File: src/rtl/tst_pkg.sv
package tst_pkg;
  typedef enum logic [1:0] {
    EG_FILL = 2'd0,
    EG_EVAL = 2'd1,
    EG_WAIT = 2'd2,
    EG_SEND = 2'd3
  } eg_state_t;

  localparam logic [1:0] STALL_DROP  = 2'd0;
  localparam logic [1:0] STALL_HOLD  = 2'd1;
  localparam logic [1:0] STALL_TIMED = 2'd2;

  localparam int HDR_BYTES    = 4;
  localparam int PTCLP_TAG_SZ = 4;
endpackage

File: src/rtl/tst_cellbuf.sv
module tst_cellbuf #(
  parameter int DW    = 8,
  parameter int DEPTH = 52,
  parameter int AW    = 6
) (
  input  logic          clk,
  input  logic          we,
  input  logic [AW-1:0] waddr,
  input  logic [DW-1:0] wdata,
  input  logic          re,
  input  logic [AW-1:0] raddr,
  output logic [DW-1:0] rdata
);
  logic [DW-1:0] mem [DEPTH];

  always_ff @(posedge clk) begin
    if (we) mem[waddr] <= wdata;
    if (re) rdata <= mem[raddr];
  end
endmodule

File: src/rtl/tst_ingress.sv
module tst_ingress #(
  parameter int CELL_BYTES = 52,
  parameter int TAG_MAX    = 4,
  parameter int SUB_W      = 5,
  parameter int AW         = 6,
  parameter int PW         = 6
) (
  input  logic             clk,
  input  logic             rst,
  input  logic             en,
  input  logic             in_valid,
  input  logic             in_soc,
  input  logic [7:0]       in_data,
  input  logic [2:0]       tag_len,
  input  logic             tag_at_end,
  output logic             wr_en,
  output logic [AW-1:0]    wr_addr,
  output logic [7:0]       wr_data,
  output logic             cell_done,
  output logic [SUB_W-1:0] sub_q,
  output logic [3:0]       ptclp_q
);
  logic [PW-1:0] pos, cur, tlen, lead, last, bidx;
  logic          in_cell, take, in_body, lead_last;

  always_comb begin
    tlen      = (int'(tag_len) > TAG_MAX) ? PW'(TAG_MAX) : PW'(tag_len);
    lead      = tag_at_end ? '0 : tlen;
    last      = PW'(CELL_BYTES) + tlen - PW'(1);
    take      = en & in_valid & (in_soc | in_cell);
    cur       = in_soc ? '0 : pos;
    bidx      = cur - lead;
    in_body   = (cur >= lead) && (bidx < PW'(CELL_BYTES));
    wr_en     = take & in_body;
    wr_addr   = bidx[AW-1:0];
    wr_data   = in_data;
    cell_done = take && (cur == last);
    lead_last = take && !tag_at_end && (tlen != '0) && (cur == tlen - PW'(1));
  end

  always_ff @(posedge clk) begin
    if (rst) begin
      pos     <= '0;
      in_cell <= 1'b0;
      sub_q   <= '0;
      ptclp_q <= '0;
    end else begin
      if (take) begin
        if (cell_done) begin
          pos     <= '0;
          in_cell <= 1'b0;
        end else begin
          pos     <= cur + PW'(1);
          in_cell <= 1'b1;
        end
      end
      if (wr_en && bidx == '0) sub_q <= in_data[7 -: SUB_W];
      if (lead_last) ptclp_q <= in_data[3:0];
    end
  end

  AST_WR_IN_RANGE: assert property (@(posedge clk) disable iff (rst)
    wr_en |-> (int'(wr_addr) < CELL_BYTES));
endmodule

File: src/rtl/tst_egress.sv
module tst_egress
  import tst_pkg::*;
#(
  parameter int         CELL_BYTES = 52,
  parameter int         SUB_W      = 5,
  parameter int         CNT_W      = 8,
  parameter int         AW         = 6,
  parameter logic [7:0] HEC_FILL   = 8'h00
) (
  input  logic             clk,
  input  logic             rst,
  input  logic             cell_done,
  input  logic [SUB_W-1:0] sub,
  input  logic [3:0]       ptclp,
  input  logic [2:0]       tag_len,
  input  logic             tag_at_end,
  input  logic             hec_add,
  input  logic             move_ptclp,
  input  logic             drop_inval_en,
  input  logic [SUB_W-1:0] max_sub,
  input  logic [1:0]       stall_mode,
  input  logic [CNT_W-1:0] stall_cycles,
  input  logic             phy_full,
  output logic             fill_en,
  output logic             rd_en,
  output logic [AW-1:0]    rd_addr,
  input  logic [7:0]       rd_q,
  output logic             out_valid,
  output logic             out_soc,
  output logic [7:0]       out_data,
  output logic             drop_inval,
  output logic             drop_full
);
  localparam int OW = $clog2(CELL_BYTES + 2);

  eg_state_t      state;
  logic [OW-1:0]  idx, olast, ridx, s1_idx;
  logic [CNT_W-1:0] wait_cnt;
  logic           bad, waits, timed_out, s1_valid, mv;

  always_comb begin
    olast     = hec_add ? OW'(CELL_BYTES) : OW'(CELL_BYTES - 1);
    bad       = drop_inval_en && (sub > max_sub);
    waits     = (stall_mode == STALL_HOLD) || (stall_mode == STALL_TIMED);
    timed_out = (stall_mode != STALL_HOLD) && (wait_cnt >= stall_cycles);
    mv        = move_ptclp && !tag_at_end && (int'(tag_len) >= PTCLP_TAG_SZ);
    fill_en   = (state == EG_FILL);
    rd_en     = (state == EG_SEND);
    ridx      = (hec_add && idx > OW'(HDR_BYTES)) ? idx - OW'(1) : idx;
    rd_addr   = ridx[AW-1:0];
  end

  always_ff @(posedge clk) begin
    if (rst) begin
      state      <= EG_FILL;
      idx        <= '0;
      wait_cnt   <= '0;
      drop_inval <= 1'b0;
      drop_full  <= 1'b0;
    end else begin
      drop_inval <= 1'b0;
      drop_full  <= 1'b0;
      case (state)
        EG_FILL: if (cell_done) state <= EG_EVAL;
        EG_EVAL: begin
          idx      <= '0;
          wait_cnt <= '0;
          if (bad) begin
            drop_inval <= 1'b1;
            state      <= EG_FILL;
          end else if (!phy_full) begin
            state <= EG_SEND;
          end else if (waits) begin
            state <= EG_WAIT;
          end else begin
            drop_full <= 1'b1;
            state     <= EG_FILL;
          end
        end
        EG_WAIT: begin
          if (!phy_full) begin
            state <= EG_SEND;
          end else if (timed_out) begin
            drop_full <= 1'b1;
            state     <= EG_FILL;
          end else if (stall_mode == STALL_TIMED) begin
            wait_cnt <= wait_cnt + CNT_W'(1);
          end
        end
        EG_SEND: begin
          if (idx == olast) state <= EG_FILL;
          else              idx   <= idx + OW'(1);
        end
        default: state <= EG_FILL;
      endcase
    end
  end

  always_ff @(posedge clk) begin
    if (rst) begin
      s1_valid  <= 1'b0;
      s1_idx    <= '0;
      out_valid <= 1'b0;
      out_soc   <= 1'b0;
      out_data  <= '0;
    end else begin
      s1_valid  <= (state == EG_SEND);
      s1_idx    <= idx;
      out_valid <= s1_valid;
      out_soc   <= s1_valid && (s1_idx == '0);
      if (hec_add && s1_idx == OW'(HDR_BYTES))
        out_data <= HEC_FILL;
      else if (mv && s1_idx == OW'(HDR_BYTES - 1))
        out_data <= {rd_q[7:4], ptclp};
      else
        out_data <= rd_q;
    end
  end

  AST_DROP_EXCLUSIVE: assert property (@(posedge clk) disable iff (rst)
    !(drop_inval && drop_full));
  AST_INVAL_NEEDS_EN: assert property (@(posedge clk) disable iff (rst)
    drop_inval |-> drop_inval_en);
  AST_HOLD_NEVER_DROPS: assert property (@(posedge clk) disable iff (rst)
    (state == EG_WAIT && stall_mode == STALL_HOLD && $stable(stall_mode)) |=> !drop_full);
  AST_TIMER_BOUND: assert property (@(posedge clk) disable iff (rst)
    (state == EG_WAIT && stall_mode == STALL_TIMED) |-> (wait_cnt <= stall_cycles));
  AST_SOC_WITH_VALID: assert property (@(posedge clk) disable iff (rst)
    out_soc |-> out_valid);
  AST_CELL_CONTIGUOUS: assert property (@(posedge clk) disable iff (rst)
    (out_valid && !out_soc) |-> $past(out_valid));
endmodule

File: src/rtl/tag_strip_tx.sv
module tag_strip_tx #(
  parameter int         CELL_BYTES = 52,
  parameter int         TAG_MAX    = 4,
  parameter int         SUB_W      = 5,
  parameter int         CNT_W      = 8,
  parameter logic [7:0] HEC_FILL   = 8'h00
) (
  input  logic             clk,
  input  logic             rst,
  input  logic             in_valid,
  input  logic             in_soc,
  input  logic [7:0]       in_data,
  output logic             in_ready,
  input  logic [2:0]       cfg_tag_len,
  input  logic             cfg_tag_at_end,
  input  logic             cfg_hec_add,
  input  logic             cfg_move_ptclp,
  input  logic             cfg_drop_inval,
  input  logic [SUB_W-1:0] cfg_max_sub,
  input  logic [1:0]       cfg_stall_mode,
  input  logic [CNT_W-1:0] cfg_stall_cycles,
  input  logic             phy_full,
  output logic             out_valid,
  output logic             out_soc,
  output logic [7:0]       out_data,
  output logic             drop_inval,
  output logic             drop_full
);
  localparam int AW = $clog2(CELL_BYTES);
  localparam int PW = $clog2(CELL_BYTES + TAG_MAX + 1);

  logic             wr_en, rd_en, cell_done, fill_en;
  logic [AW-1:0]    wr_addr, rd_addr;
  logic [7:0]       wr_data, rd_q;
  logic [SUB_W-1:0] sub_q;
  logic [3:0]       ptclp_q;

  assign in_ready = fill_en;

  tst_ingress #(
    .CELL_BYTES(CELL_BYTES), .TAG_MAX(TAG_MAX), .SUB_W(SUB_W), .AW(AW), .PW(PW)
  ) ingress_i (
    .clk(clk), .rst(rst), .en(fill_en),
    .in_valid(in_valid), .in_soc(in_soc), .in_data(in_data),
    .tag_len(cfg_tag_len), .tag_at_end(cfg_tag_at_end),
    .wr_en(wr_en), .wr_addr(wr_addr), .wr_data(wr_data),
    .cell_done(cell_done), .sub_q(sub_q), .ptclp_q(ptclp_q)
  );

  tst_cellbuf #(.DW(8), .DEPTH(CELL_BYTES), .AW(AW)) buf_i (
    .clk(clk), .we(wr_en), .waddr(wr_addr), .wdata(wr_data),
    .re(rd_en), .raddr(rd_addr), .rdata(rd_q)
  );

  tst_egress #(
    .CELL_BYTES(CELL_BYTES), .SUB_W(SUB_W), .CNT_W(CNT_W), .AW(AW), .HEC_FILL(HEC_FILL)
  ) egress_i (
    .clk(clk), .rst(rst), .cell_done(cell_done), .sub(sub_q), .ptclp(ptclp_q),
    .tag_len(cfg_tag_len), .tag_at_end(cfg_tag_at_end), .hec_add(cfg_hec_add),
    .move_ptclp(cfg_move_ptclp), .drop_inval_en(cfg_drop_inval), .max_sub(cfg_max_sub),
    .stall_mode(cfg_stall_mode), .stall_cycles(cfg_stall_cycles), .phy_full(phy_full),
    .fill_en(fill_en), .rd_en(rd_en), .rd_addr(rd_addr), .rd_q(rd_q),
    .out_valid(out_valid), .out_soc(out_soc), .out_data(out_data),
    .drop_inval(drop_inval), .drop_full(drop_full)
  );

  AST_READY_DROPS_AFTER_CELL: assert property (@(posedge clk) disable iff (rst)
    cell_done |=> !in_ready);
endmodule

File: config.mk
export PLATFORM = sky130hd
export DESIGN_NAME = tag_strip_tx
export DESIGN_NICKNAME = d
export VERILOG_FILES = /design/src/rtl/tst_pkg.sv /design/src/rtl/tst_cellbuf.sv /design/src/rtl/tst_ingress.sv /design/src/rtl/tst_egress.sv /design/src/rtl/tag_strip_tx.sv
export SDC_FILE = /design/constraint.sdc
export NUM_CORES = 1
export LEC_CHECK = 0
export ABC_CLOCK_PERIOD_IN_PS = 4000
export BUFFER_PORTS_ARGS = -buffer_cell sky130_fd_sc_hd__buf_2
export CORE_ASPECT_RATIO = 1.5
export CORE_MARGIN = 1
export CORE_UTILIZATION = 30
export DETAILED_ROUTE_END_ITERATION = 10
export GPL_ROUTABILITY_DRIVEN = 0
export HOLD_SLACK_MARGIN = 0.02
export PLACE_DENSITY = 0.49
export SLEW_MARGIN = 30
export SYNTH_ARGS = -nofsm -noshare
export SYNTH_HDL_FRONTEND = slang
export SYNTH_SLANG_ARGS = --single-unit
File: constraint.sdc
create_clock -name clk -period 4 [get_ports clk]
set_input_delay 0.6 -clock clk [delete_from_list [all_inputs] [get_ports clk]]
set_output_delay 0.6 -clock clk [all_outputs]
set_load 0.005 [all_outputs]
==> metrics.md <==
| Metric | Value |
|---|---|
| Status | completed |
| Die span in y | 333 µm |
| Async SR Flop Fraction | 0% |
| Die outline area | 0.0743 mm² |
| Slew headroom | 35.2% |
| DP Wirelength | 46800 µm |
| First-pass GRT wire length | 102000 µm |
| Clk sink count | 475 |
| CTS tree | done |
| Initial core utilization | 30.3% |
| Capturing point of the worst reg2reg path | buf_i.rdata[4]$_DFFE_PP_ |
| Largest family of logic cells by synthesized area | multiplexers |
| Post-route cell area | 0.0257 mm² |
| Fmax | 0.262 GHz |
| CTS Hold Buffers Added | 0 |
| Yosys warns | 0 |
| Most used flip-flop cell after synthesis | edfxtp_1 |
| Hold path start | phy_full |
| Grt ovf | 0 |
| Rows | 121 |
| Seq pwr share | 52.5% |
| Peak supply drop | 0.287 mV |
| Clock transition at path regs | 0.06 ns |
| Combinational power share | 4.5% |
| Antenna fix cells | 0 |
| Largest net degree at the start of global routing | 66 |
| Pwr Total | 10.4 mW |
| Global-route usage over all layers | 18.6% |
| Worst hold path endpoint | egress_i.drop_full$_SDFF_PP0_ |
| Layout cells sized above 1 | 16.1% |
| Mapped Cells | 1659 |
| Max-cap violations | 0 |
| Register bit count reported by yosys | 475 |
| Reg2reg path depth | 10 |
| Slew @ Worst Pin | 0.972 ns |
| Met2 Track Usage GR | 34.5% |
| CP endpoint kind | flip-flop |
| WL per Instance | 25.2 µm |
| Post-synth cell types | 83 |
| First-pass DRT Iterations | 4 |
| Final wirelength | 69800 µm |
| Reg-to-reg slack, setup | 0.19 ns |
| Worst Hold Class | in -> reg |
| Post-Syn Area per Cell | 13.2 µm² |
| Hold Violations, Final | 0 |
| CTS root buf | clkbuf_16 |
| CP arrival | 4.11 ns |
| Max Fanout on Critical Path | 12 |
| Worst Hold Depth | 3 |
| GR peak layer | met2 |
| Vias post-DR | 14900 |
| Initial DRC count | 1068 |
| Syn Std Cell Area | 0.0220 mm² |
| Top-count cell post-synth | edfxtp_1 |
| Io pins | 48 |
| Top-area cell type share of the netlist area | 58.0% |
| Post-DRT Antenna Nets | 0 |
| Multiplexer share of the synthesized area | 12.0% |
| CP Data Required Time | 4.30 ns |
| Global Route met1 Usage | 21.2% |
| Reg2reg start | egress_i.idx[1]$_SDFFE_PP0P_ |
| Final nets | 1871 |
| Synth Area in Simple Gates | 8.98% |
| Clock buffer count from CTS | 47 |
| Synth top area cells | edfxtp_1 58%, mux2i_1 11%, dfxtp_1 4.6% |
| Tmin final | 3.81 ns |
| Leading area contributor after synthesis | edfxtp_1 |
| Final setup vio count | 0 |
| Final Cycle Share | 95.3% |
| Cts repair resizes | 0 |
| Post-synth top cells | 424 x edfxtp_1, 248 x mux2i_1, 109 x nor2_1, 99 x o22ai_1, 96 x nand2_1 |
| Crit path kind | reg -> reg |
| RSZ-0062 raised after global routing | no |
| Global Route met3 Usage | 2.01% |
| Syn Nets | 1725 |
| Core Util, Final | 35.4% |
| Clk buf depth | 3 |
| Die width | 223 µm |
| Pre-CTS setup slack | 0.00760 ns |
| Initial antenna violation count | 0 |
| Post-CTS Setup Bufs | 0 |
| DP Area | 0.0242 mm² |
| Compound-gate portion of the synthesized area | 11.5% |
| Avg Vias per Cell | 5.41 |
| Pwr/cell area | 403 mW/mm² |
| Seq/Total Area, Yosys | 62.6% |
| Clock Latency Late Sink | 0.60 ns |
| # DRC | 0 |
| Sw power | 2.30 mW |
| Setup TNS | 0 ns |
| Switching share of power | 22.2% |
| Core Region | 0.0725 mm² |
| Startpoint types | flip-flop |
| Max-slew violation count | 0 |
| Number of synthesized flops with an enable pin | 424 |
| Synthesized-area fraction occupied by xor and xnor cells | 0.399% |
| Vias in the first global route | 15100 |
| Clock network power share | 42.9% |
| P_leak | 8.44 nW |
| Port Buffers | 47 |
| Internal power | 8.05 mW |
| Layout area overhead | 17.0% |
| Setup skew after layout | 0.0276 ns |
| Fin worst setup slack | 0.189 ns |
| Post-Synth Adder-Cell Area | 1.80% |
| CTS H-tree lvls | 2 |
==> worst max-delay path by stage <==
stage,from,end,slack [ns],cells past startpoint
global placement,cfg_tag_len[2],buf_i.mem[37][4]$_DFFE_PP_,0.02,14
global route,egress_i.idx[1]$_SDFFE_PP0P_,buf_i.rdata[4]$_DFFE_PP_,0.07,11
detailed placement,cfg_tag_len[2],buf_i.mem[37][4]$_DFFE_PP_,0.008,14
floorplan,cfg_tag_len[2],buf_i.mem[18][0]$_DFFE_PP_,0.33,11
CTS,egress_i.idx[1]$_SDFFE_PP0P_,buf_i.rdata[5]$_DFFE_PP_,0.17,11
finish,egress_i.idx[1]$_SDFFE_PP0P_,buf_i.rdata[4]$_DFFE_PP_,0.19,10
==> placed cells by master (no fill, tap or decap), types with 32 or more instances in the layout <==
master,instances
dfxtp_1,50
o21ai_0,41
nand3_1,46
a221oi_1,59
buf_4,140
nand2_1,96
o22ai_1,99
inv_1,36
mux2i_1,248
edfxtp_1,424
buf_2,42
a21oi_1,32
nor2_1,109
clkbuf_16,47
==> critical path, cell delays in order (launching register included) <==
cell,delay (ns)
dfxtp_4,0.38
inv_1,0.30
ha_4,0.20
or4b_4,0.48
a211o_1,0.51
nor3_2,0.51
a31oi_1,0.19
o211ai_1,0.20
nor4bb_1,0.48
buf_4,0.22
a211oi_1,0.05
==> routing by layer <==
metal	up-vias	wire length (µm)
met5	-	0
met4	0	3170
met3	113	2760
met2	416	36900
met1	7584	26900
li1	6834	-
==> through the flow <==
stage / hold WS (ns) / std cells
2_1_floorplan: 0.420 / 1659
3_3_place_gp: 0.430 / 2678
3_5_place_dp: 0.432 / 2678
4_1_cts: 0.256 / 2764
5_1_grt: 0.291 / 2764
6_report: 0.282 / 2764
==> cell families after synthesis <==
group / count (synthesis)
compound gates: 354
xor+xnor: 10
fa+ha+maj: 31
buf+inv: 133
flops: 475
mux: 261
simple gates: 395
==> final cells by class <==
| class | instances | area (µm²) |
|---|---|---|
| tap | 922 | 1150 |
| clock buffer | 56 | 1210 |
| multi-input combinational | 1051 | 7650 |
| sequential | 475 | 13800 |
| fill | 7034 | 46800 |
| timing repair buffer | 194 | 1500 |
| inverter | 36 | 135 |
| clock inverter | 30 | 290 |
==> state kept, by name, summed over array words and instances (netlist names), 2 cells and up <==
register and cells:
egress_i.idx 6, buf_i.rdata 8, ingress_i.ptclp_q 4, buf_i.mem 416, ingress_i.sub_q 5, egress_i.state 2, egress_i.s1_idx 6, egress_i.wait_cnt 8
egress_i.out_data 8, ingress_i.pos 6
==> power by group through the flow <==
stage | Clock [mW] | Sequential [mW] | Combinational (mW)
after global placement | 0 | 5.55 | 0.465
final | 4.45 | 5.44 | 0.468
after floorplan | 0 | 5.54 | 0.219
after global routing | 4.69 | 5.44 | 0.511
after detailed placement | 0 | 5.55 | 0.469
after CTS | 4.54 | 5.44 | 0.472
No activity file was read; power rests on OpenSTA's default activity.
